`config.mk`:
```
export PLATFORM = sky130hd
export DESIGN_NAME = lvl_irq_bank
export DESIGN_NICKNAME = d
export VERILOG_FILES = /design/src/rtl/lvl_irq_pkg.sv /design/src/rtl/lvl_irq_sync.sv /design/src/rtl/lvl_irq_filter.sv /design/src/rtl/lvl_irq_status.sv /design/src/rtl/lvl_irq_regs.sv /design/src/rtl/lvl_irq_bank.sv
export SDC_FILE = /design/constraint.sdc
export NUM_CORES = 1
export LEC_CHECK = 0
export BUFFER_PORTS_ARGS = -buffer_cell sky130_fd_sc_hd__buf_2
export CAP_MARGIN = 20
export CORE_MARGIN = 2
export CORE_UTILIZATION = 40
export CTS_CLUSTER_SIZE = 16
export DETAILED_ROUTE_END_ITERATION = 8
export PLACE_DENSITY = 0.59
export SYNTH_ARGS = -nofsm -noshare
export SYNTH_HDL_FRONTEND = slang
export SYNTH_HIERARCHICAL = 1
export SYNTH_SLANG_ARGS = --single-unit
```
`constraint.sdc`:
```
create_clock -name clk -period 6.1 [get_ports clk]
set_input_delay 0 -clock clk [delete_from_list [all_inputs] [get_ports clk]]
set_output_delay 0 -clock clk [all_outputs]
set_load 0.05 [all_outputs]
```
`src/rtl/lvl_irq_pkg.sv`:
```
package lvl_irq_pkg;
  localparam int unsigned DATA_W = 32;

  // register offsets; the bus side decodes these
  localparam int unsigned OFS_LEVEL  = 'h00;
  localparam int unsigned OFS_LVLEN  = 'h04;
  localparam int unsigned OFS_POL    = 'h14;
  localparam int unsigned OFS_IE     = 'h18;
  localparam int unsigned OFS_RAW    = 'h1C;
  localparam int unsigned OFS_MASKED = 'h20;
  localparam int unsigned OFS_CLR    = 'h24;
  localparam int unsigned OFS_ARM    = 'h28;
  localparam int unsigned OFS_DBT    = 'h40;
  localparam int unsigned DBT_STRIDE = 4;
endpackage

```
`src/rtl/lvl_irq_sync.sv`:
```
module lvl_irq_sync #(
  parameter int unsigned STAGES = 2
) (
  input  logic clk,
  input  logic rst,
  input  logic din,
  output logic dout
);
  logic [STAGES-1:0] chain_q;

  always_ff @(posedge clk) begin
    if (rst) chain_q <= '0;
    else     chain_q <= {chain_q[STAGES-2:0], din};
  end

  assign dout = chain_q[STAGES-1];
endmodule

```
`src/rtl/lvl_irq_filter.sv`:
```
module lvl_irq_filter #(
  parameter int unsigned DBT_W = 12
) (
  input  logic             clk,
  input  logic             rst,
  input  logic             tick,
  input  logic             din,
  input  logic [DBT_W-1:0] limit,
  output logic             level
);
  logic [DBT_W-1:0] cnt_q;
  logic [DBT_W-1:0] lim_eff;
  logic [DBT_W:0]   cnt_inc;

  // zero time means one tick
  assign lim_eff = (limit == '0) ? DBT_W'(1) : limit;
  assign cnt_inc = {1'b0, cnt_q} + 1'b1;

  always_ff @(posedge clk) begin
    if (rst) begin
      cnt_q <= '0;
      level <= 1'b0;
    end else if (din == level) begin
      cnt_q <= '0;
    end else if (tick) begin
      if (cnt_inc >= {1'b0, lim_eff}) begin
        level <= din;
        cnt_q <= '0;
      end else begin
        cnt_q <= cnt_inc[DBT_W-1:0];
      end
    end
  end
endmodule

```
`src/rtl/lvl_irq_status.sv`:
```
module lvl_irq_status #(
  parameter int unsigned N_IN = 8
) (
  input  logic            clk,
  input  logic            rst,
  input  logic [N_IN-1:0] level,
  input  logic [N_IN-1:0] pol,
  input  logic [N_IN-1:0] ie,
  input  logic [N_IN-1:0] arm_set,
  input  logic [N_IN-1:0] clr,
  output logic [N_IN-1:0] raw,
  output logic [N_IN-1:0] arm,
  output logic [N_IN-1:0] masked,
  output logic            irq
);
  logic [N_IN-1:0] active;
  logic [N_IN-1:0] fire;

  assign active = ~(level ^ pol);
  assign fire   = arm & active;
  assign masked = raw & ie;

  always_ff @(posedge clk) begin
    if (rst) begin
      raw <= '0;
      arm <= '0;
      irq <= 1'b0;
    end else begin
      raw <= (raw & ~clr) | fire;
      arm <= (arm | arm_set) & ~fire;
      irq <= |masked;
    end
  end
endmodule

```
`src/rtl/lvl_irq_regs.sv`:
```
module lvl_irq_regs
  import lvl_irq_pkg::*;
#(
  parameter int unsigned N_IN   = 8,
  parameter int unsigned DBT_W  = 12,
  parameter int unsigned ADDR_W = 8
) (
  input  logic                        clk,
  input  logic                        rst,
  input  logic                        reg_wr,
  input  logic [ADDR_W-1:0]           reg_addr,
  input  logic [DATA_W-1:0]           reg_wdata,
  output logic [DATA_W-1:0]           reg_rdata,
  input  logic [N_IN-1:0]             level,
  input  logic [N_IN-1:0]             raw,
  input  logic [N_IN-1:0]             arm,
  input  logic [N_IN-1:0]             masked,
  output logic [N_IN-1:0]             lvl_en,
  output logic [N_IN-1:0]             pol,
  output logic [N_IN-1:0]             ie,
  output logic [N_IN-1:0][DBT_W-1:0]  dbt,
  output logic [N_IN-1:0]             arm_set,
  output logic [N_IN-1:0]             clr
);
  logic [N_IN-1:0]   wd;
  logic [DATA_W-1:0] rd_mux;

  assign wd      = reg_wdata[N_IN-1:0];
  assign arm_set = (reg_wr && reg_addr == ADDR_W'(OFS_ARM)) ? wd : '0;
  assign clr     = (reg_wr && reg_addr == ADDR_W'(OFS_CLR)) ? wd : '0;

  always_ff @(posedge clk) begin
    if (rst) begin
      lvl_en <= '0;
      pol    <= '0;
      ie     <= '0;
    end else if (reg_wr) begin
      if (reg_addr == ADDR_W'(OFS_LVLEN)) lvl_en <= wd;
      if (reg_addr == ADDR_W'(OFS_POL))   pol    <= wd;
      if (reg_addr == ADDR_W'(OFS_IE))    ie     <= wd;
    end
  end

  for (genvar i = 0; i < N_IN; i++) begin : g_dbt
    localparam logic [ADDR_W-1:0] MY_OFS = ADDR_W'(OFS_DBT + DBT_STRIDE * i);
    always_ff @(posedge clk) begin
      if (rst)                               dbt[i] <= '0;
      else if (reg_wr && reg_addr == MY_OFS) dbt[i] <= reg_wdata[DBT_W-1:0];
    end
  end

  always_comb begin
    rd_mux = '0;
    unique case (reg_addr)
      ADDR_W'(OFS_LEVEL):  rd_mux[N_IN-1:0] = level & lvl_en;
      ADDR_W'(OFS_LVLEN):  rd_mux[N_IN-1:0] = lvl_en;
      ADDR_W'(OFS_POL):    rd_mux[N_IN-1:0] = pol;
      ADDR_W'(OFS_IE):     rd_mux[N_IN-1:0] = ie;
      ADDR_W'(OFS_RAW):    rd_mux[N_IN-1:0] = raw;
      ADDR_W'(OFS_MASKED): rd_mux[N_IN-1:0] = masked;
      ADDR_W'(OFS_ARM):    rd_mux[N_IN-1:0] = arm;
      default: begin
        for (int i = 0; i < N_IN; i++) begin
          if (reg_addr == ADDR_W'(OFS_DBT + DBT_STRIDE * i)) rd_mux[DBT_W-1:0] = dbt[i];
        end
      end
    endcase
  end

  always_ff @(posedge clk) begin
    if (rst) reg_rdata <= '0;
    else     reg_rdata <= rd_mux;
  end
endmodule

```
`src/rtl/lvl_irq_bank.sv`:
```
module lvl_irq_bank
  import lvl_irq_pkg::*;
#(
  parameter int unsigned N_IN        = 8,
  parameter int unsigned DBT_W       = 12,
  parameter int unsigned ADDR_W      = 8,
  parameter int unsigned SYNC_STAGES = 2
) (
  input  logic              clk,
  input  logic              rst,
  input  logic              ms_tick,
  input  logic [N_IN-1:0]   pin_in,
  input  logic              reg_wr,
  input  logic [ADDR_W-1:0] reg_addr,
  input  logic [31:0]       reg_wdata,
  output logic [31:0]       reg_rdata,
  output logic              irq
);
  logic [N_IN-1:0]            pin_s;
  logic [N_IN-1:0]            level_q;
  logic [N_IN-1:0]            raw_q;
  logic [N_IN-1:0]            arm_q;
  logic [N_IN-1:0]            masked;
  logic [N_IN-1:0]            lvl_en_q;
  logic [N_IN-1:0]            pol_q;
  logic [N_IN-1:0]            ie_q;
  logic [N_IN-1:0][DBT_W-1:0] dbt_q;
  logic [N_IN-1:0]            arm_set;
  logic [N_IN-1:0]            clr;

  for (genvar i = 0; i < N_IN; i++) begin : g_lane
    lvl_irq_sync #(.STAGES(SYNC_STAGES)) u_sync (
      .clk (clk),
      .rst (rst),
      .din (pin_in[i]),
      .dout(pin_s[i])
    );
    lvl_irq_filter #(.DBT_W(DBT_W)) u_filt (
      .clk  (clk),
      .rst  (rst),
      .tick (ms_tick),
      .din  (pin_s[i]),
      .limit(dbt_q[i]),
      .level(level_q[i])
    );
  end

  lvl_irq_status #(.N_IN(N_IN)) u_stat (
    .clk    (clk),
    .rst    (rst),
    .level  (level_q),
    .pol    (pol_q),
    .ie     (ie_q),
    .arm_set(arm_set),
    .clr    (clr),
    .raw    (raw_q),
    .arm    (arm_q),
    .masked (masked),
    .irq    (irq)
  );

  lvl_irq_regs #(.N_IN(N_IN), .DBT_W(DBT_W), .ADDR_W(ADDR_W)) u_regs (
    .clk      (clk),
    .rst      (rst),
    .reg_wr   (reg_wr),
    .reg_addr (reg_addr),
    .reg_wdata(reg_wdata),
    .reg_rdata(reg_rdata),
    .level    (level_q),
    .raw      (raw_q),
    .arm      (arm_q),
    .masked   (masked),
    .lvl_en   (lvl_en_q),
    .pol      (pol_q),
    .ie       (ie_q),
    .dbt      (dbt_q),
    .arm_set  (arm_set),
    .clr      (clr)
  );
endmodule

```
# Yosys cells after proc, flatten, opt, wreduce, memory -nomap -nowiden
# Index checks and enable logic that the tools add are counted.
# totals
in_bits,52
mem_bits_ro,0
ramBits,0
n_memories,0
latchBits,0
word_cells,166
output_inout_bits,33
register_bits,289
# classes
n_mux,27
n_reduce_logical,40
shift,0
eq_ne,23
n_div,0
n_mul,0
bitwise_logic,19
n_lt_le_gt_ge,8
addsub,8
# op_table
operator,count
$mux 12,24
$add 12x1->13 const B,8
$ge 13x12->1,8
$logic_not 12->1,8
$eq 8x7->1 const B,8
$pmux 8 s7,1
$and 8x8->8,5
$eq 8x5->1 const B,3
$eq 8x6->1 const B,3
$not 8->8,3
$reduce_and 3->1,8
$mux 8,2
$or 8x8->8,2
$reduce_or 2->1,8
$reduce_or 8->1,2
$logic_and 1x1->1,10
$eq 1x1->1,8
$eq 8x3->1 const B,1
$logic_not 8->1,1
$not 1->1,8
$xor 8x8->8,1
$reduce_and 2->1,3

# Logic depth before layout (Yosys ltp)
# depth
depth_word,10
ltp_mapped,14
ltp_nobuf,12

# Modules after synthesis
# The synthesis kept the hierarchy.
# by_module_without_submodules
mod,cells_per_inst,area_each_um2,seq_area_each_um2,instances
lvl_irq_filter,146,1139.8,260.2,8
lvl_irq_regs,741,6500.0,2642.5,1
lvl_irq_status,79,716.9,340.3,1
lvl_irq_sync,4,52.6,40.0,8

# Least setup slack after synthesis
# Ideal clock, no wire load.
# synth_timing
kind,reg-to-reg
startpoint,register g_lane[0].u_filt.cnt_q[0]
endpoint,register g_lane[0].u_filt.cnt_q[4]
setup_time_ns,0.074
path_stages_with_launch,13
period_less_slack_ns,2.976
required_time_ns,6.026
path_buffers,0
arrival_time_ns,2.902
path_slack_ns,3.124
path_cell_list,dfxtp_1 > ha_1 > nand3_1 > or3_4 > nor2_1 > xor2_1 > ha_1 > a21o_1 > a21o_1 > a211oi_2 > nand3_2 > or4b_1 > o21ai_0
# synth_between
elab_chain_cells,3
# synth_rtl
item,line,text
start: declaration,lvl_irq_filter.sv:11,logic [DBT_W-1:0] cnt_q;
start signal: assignment,lvl_irq_filter.sv:30,cnt_q <= cnt_inc[DBT_W-1:0];
$add 12x1->13 *,lvl_irq_filter.sv:17,"assign cnt_inc = {1'b0, cnt_q} + 1'b1;"
$ge 13x12->1,lvl_irq_filter.sv:26,"if (cnt_inc >= {1'b0, lim_eff}) begin"
$mux 12 *,lvl_irq_filter.sv:26,
# Every way passes the cells marked *; elsewhere a longest branch is shown, timed or not.
# A chain may end at the register's enable or synchronous reset.

# Final worst setup path
# layout_timing
startpoint,register g_lane[3].u_filt.cnt_q[0]
endpoint,register g_lane[3].u_filt.cnt_q[4]
# layout_between
elab_chain_cells,3
# layout_rtl
item,line
start: declaration,lvl_irq_filter.sv:11
start signal: assignment,lvl_irq_filter.sv:30
$add 12x1->13 *,lvl_irq_filter.sv:17
$ge 13x12->1,lvl_irq_filter.sv:26
$mux 12 *,lvl_irq_filter.sv:26
# Marks and branches as above.

==> results_dict.tcl <==
set metrics [dict create \
    clock-root-buffer "clkbuf_16" \
    htree_levels 1 \
    clock.fmax_ghz 0.293 \
    netlist_area_um2 16800 \
    endpoint_kind "register" \
    antenna_found_initial 5 \
    setup_viol 0 \
    startpoint_type "register" \
    placedInstanceArea_um2 17000 \
    gr-usage-all-layers_pct 20.4 \
    synthArstFlopShare_pct 0 \
    vias 14100 \
    grt-ovfl-total 0 \
    routed_wl_mm 45.5 \
    worst_clock_skew_ps 8.00 \
    die_width_um 209 \
    cts_sinks 269 \
    cts_setup_buffers 0 \
    worstPathMaxFanout 5 \
    hold_viol 0 \
    netlist_instances 2020 \
    core_area_um2 41100 \
    syn-mean-instance-area_um2 8.30 \
    status "completed" \
    holdWs_ps 73.5 \
    synth-edff-count 0 \
    hold_class "in2reg" \
    ys_ff_latch 269 \
    clkLatencyLatePin_ps 580 \
    yosys-top-cells-area "dfxtp_1 32%, ha_1 7.8%, mux2i_1 5.9%, a21oi_1 4.6%, nand2_1 4.1%" \
    drt_iter0_markers 1028 \
    worstPathRequired_ps 6610 \
    setup_tns_ps 0 \
    maxSlewViolCount 0 \
    drtPass1Iterations 5 \
    arrival_ps 3910 \
    cts_made_buffers 31 \
    p_per_area_nw_per_um2 223 \
    max_cap_viol_count 0 \
    io_buffers 44 \
    drtAntennaViolNets 0 \
    cts_tree "done" \
    path_class "reg2reg" \
    initial_core_util_pct 40.8 \
    grt_pass1_wl_mm 72.6 \
    total_power_uw 4130 \
    pre_cts_slack_ps 2710 \
    routed_via_density 5.47 \
    grt_max_degree 108 \
    die_height_um 209 \
    ys_warn_count 6 \
    grt_setup_unrepaired "false" \
    relSlewSlack_pct 30.4 \
    cts_resized 0 \
    nets 2175 \
    period_share_pct 55.9 \
    clk_path_buf_depth 3 \
    grt_pass1_vias 13500 \
    period_minus_slack_ps 3410 \
    synth-main-ff-cell "dfxtp_1" \
    yosysSeqAreaShare_pct 32.1 \
    vdd_drop_max_mv 0.182 \
    area_growth_pct 10.4 \
    r2r_slack_ps 2690 \
    worst_pin_slew_ps 1030 \
    clk_pin_slew_ps 60 \
    gp_congestion 0.858 \
    drc 0 \
    synth.distinct_cells 72 \
    row_count 74 \
    synth.largest_area_cell "dfxtp_1" \
    num-fill-cells 4013 \
    dp_hpwl_mm 31.9 \
    dieArea_um2 43500 \
    fin_area_um2 18500 \
    synth.most_common_cell "dfxtp_1" \
    netlist_top_cells_count "269 x dfxtp_1, 185 x nand2_1, 175 x nor2_1" \
    drive_gt1_share_pct 9.95 \
    wl_per_cell_um 17.6 \
    leakage_uw 0.00740 \
    postLayoutSetupSlackWorst_ps 2690 \
    io_pins 85 \
    netlist.area_leader.share_pct 32.1 \
]
==> final timing paths <==
kind,start,to,cells past startpoint
min reg2reg,g_lane[2].u_sync/chain_q[0]$_SDFF_PP0_,g_lane[2].u_sync/chain_q[1]$_SDFF_PP0_,1
min,reg_addr[6],u_regs/reg_rdata[2]$_SDFF_PP0_,4
max,g_lane[3].u_filt/cnt_q[0]$_SDFFE_PP0P_,g_lane[3].u_filt/cnt_q[4]$_SDFFE_PP0P_,12
max reg2reg,g_lane[3].u_filt/cnt_q[0]$_SDFFE_PP0P_,g_lane[3].u_filt/cnt_q[4]$_SDFFE_PP0P_,12
==> critical path: stages, from the launching register on <==
cell and delay (ps):
dfxtp_1 410, ha_1 290, nand3_1 170, or3_4 390, nor2_1 130, xor2_1 280
ha_1 300, a21o_1 180, a21o_1 180, a211oi_2 280, nand3_2 180, or4b_1 480
o21ai_0 80
==> cell type report <==
class | count | area (um^2) | area share (%)
clock inverter | 15 | 307 | 1.66
multi-input combinational | 1524 | 10300 | 55.5
clock buffer | 40 | 860 | 4.65
tap | 532 | 666 | 3.60
sequential | 269 | 5390 | 29.1
inverter | 110 | 413 | 2.23
antenna | 6 | 15.0 | 0.0811
timing repair buffer | 83 | 593 | 3.20
==> report_power, final <==
group | total (uW) | switching [uW] | internal (uW)
Sequential | 1770 | 7.13 | 1770
Combinational | 220 | 161 | 59.4
Clock | 2140 | 779 | 1360
Total | 4130 | 946 | 3190
==> sequential cells by signal, summed over array words and instances (netlist names) <==
| register | cells |
|---|---|
| g_lane.u_filt/cnt_q | 96 |
| g_lane.u_filt/level | 8 |
| g_lane.u_sync/chain_q | 16 |
| u_regs/dbt | 96 |
| u_regs/ie | 8 |
| u_regs/lvl_en | 8 |
| u_regs/pol | 8 |
| u_regs/reg_rdata | 12 |
| u_stat/arm | 8 |
| u_stat/irq | 1 |
| u_stat/raw | 8 |
==> layer usage <==
metal,up-vias,part of all wire (%),GRT usage [%]
met1,6699,46,27.2
met5,-,0,0
met2,317,46,33.9
met3,70,4.9,2.99
met4,0,2.7,6.80
li1,7027,-,-
==> layout by cell type (no fill, tap or decap), drive strengths merged, types with 9 or more instances in the layout <==
| cell type | Yosys | final |
|---|---|---|
| mux4 | 9 | 9 |
| buf | 67 | 56 |
| a21o | 53 | 53 |
| a31oi | 17 | 17 |
| ha | 104 | 104 |
| inv | 110 | 111 |
| or4b | 11 | 11 |
| and3 | 17 | 17 |
| or3b | 24 | 24 |
| nor2b | 36 | 36 |
| nand3b | 18 | 18 |
| dfxtp | 269 | 269 |
| and2 | 34 | 34 |
| nor2 | 177 | 177 |
| o21ai | 59 | 59 |
| a21oi | 154 | 154 |
| mux2i | 99 | 99 |
| xor2 | 40 | 40 |
| conb | 1 | 20 |
| dlygate4sd3 | 0 | 27 |
| nand2b | 56 | 56 |
| nand4 | 19 | 19 |
| xnor2 | 56 | 56 |
| nand2 | 185 | 185 |
| or3 | 9 | 9 |
| a221oi | 9 | 9 |
| o221ai | 9 | 9 |
| nor3b | 17 | 17 |
| nor3 | 38 | 38 |
| clkbuf | 67 | 40 |
| or2 | 11 | 11 |
| bufinv | 0 | 9 |
| nand3 | 132 | 132 |
| a211oi | 21 | 21 |
| nor4 | 26 | 26 |
==> logic make-up (layout without fill, tap and decap cells) <==
family	Yosys count	count (layout)	share of synthesized area [%]
simple gates	813	813	25.7
compound gates	375	375	14.6
flops	269	269	32.1
buf+inv	246	248	7.01
mux	116	116	7.66
fa+ha+maj	104	104	7.77
xor+xnor	96	96	5.02
other cells	1	26	0.0224
==> what timing repair did <==
item / 4_1_cts / 5_1_grt
setup endpoints to repair: 0 / 0
endpoints found under the hold margin: 158 / 0
hold buffers: 27 / 0
==> metrics by stage <==
step                cells  util (%)
finish               2579      45.0
global route         2577      45.0
CTS                  2572      45.0
detailed placement   2490      41.5
global placement     2490      41.5
floorplan            2039         -
Power figures use the tool's default switching activity.
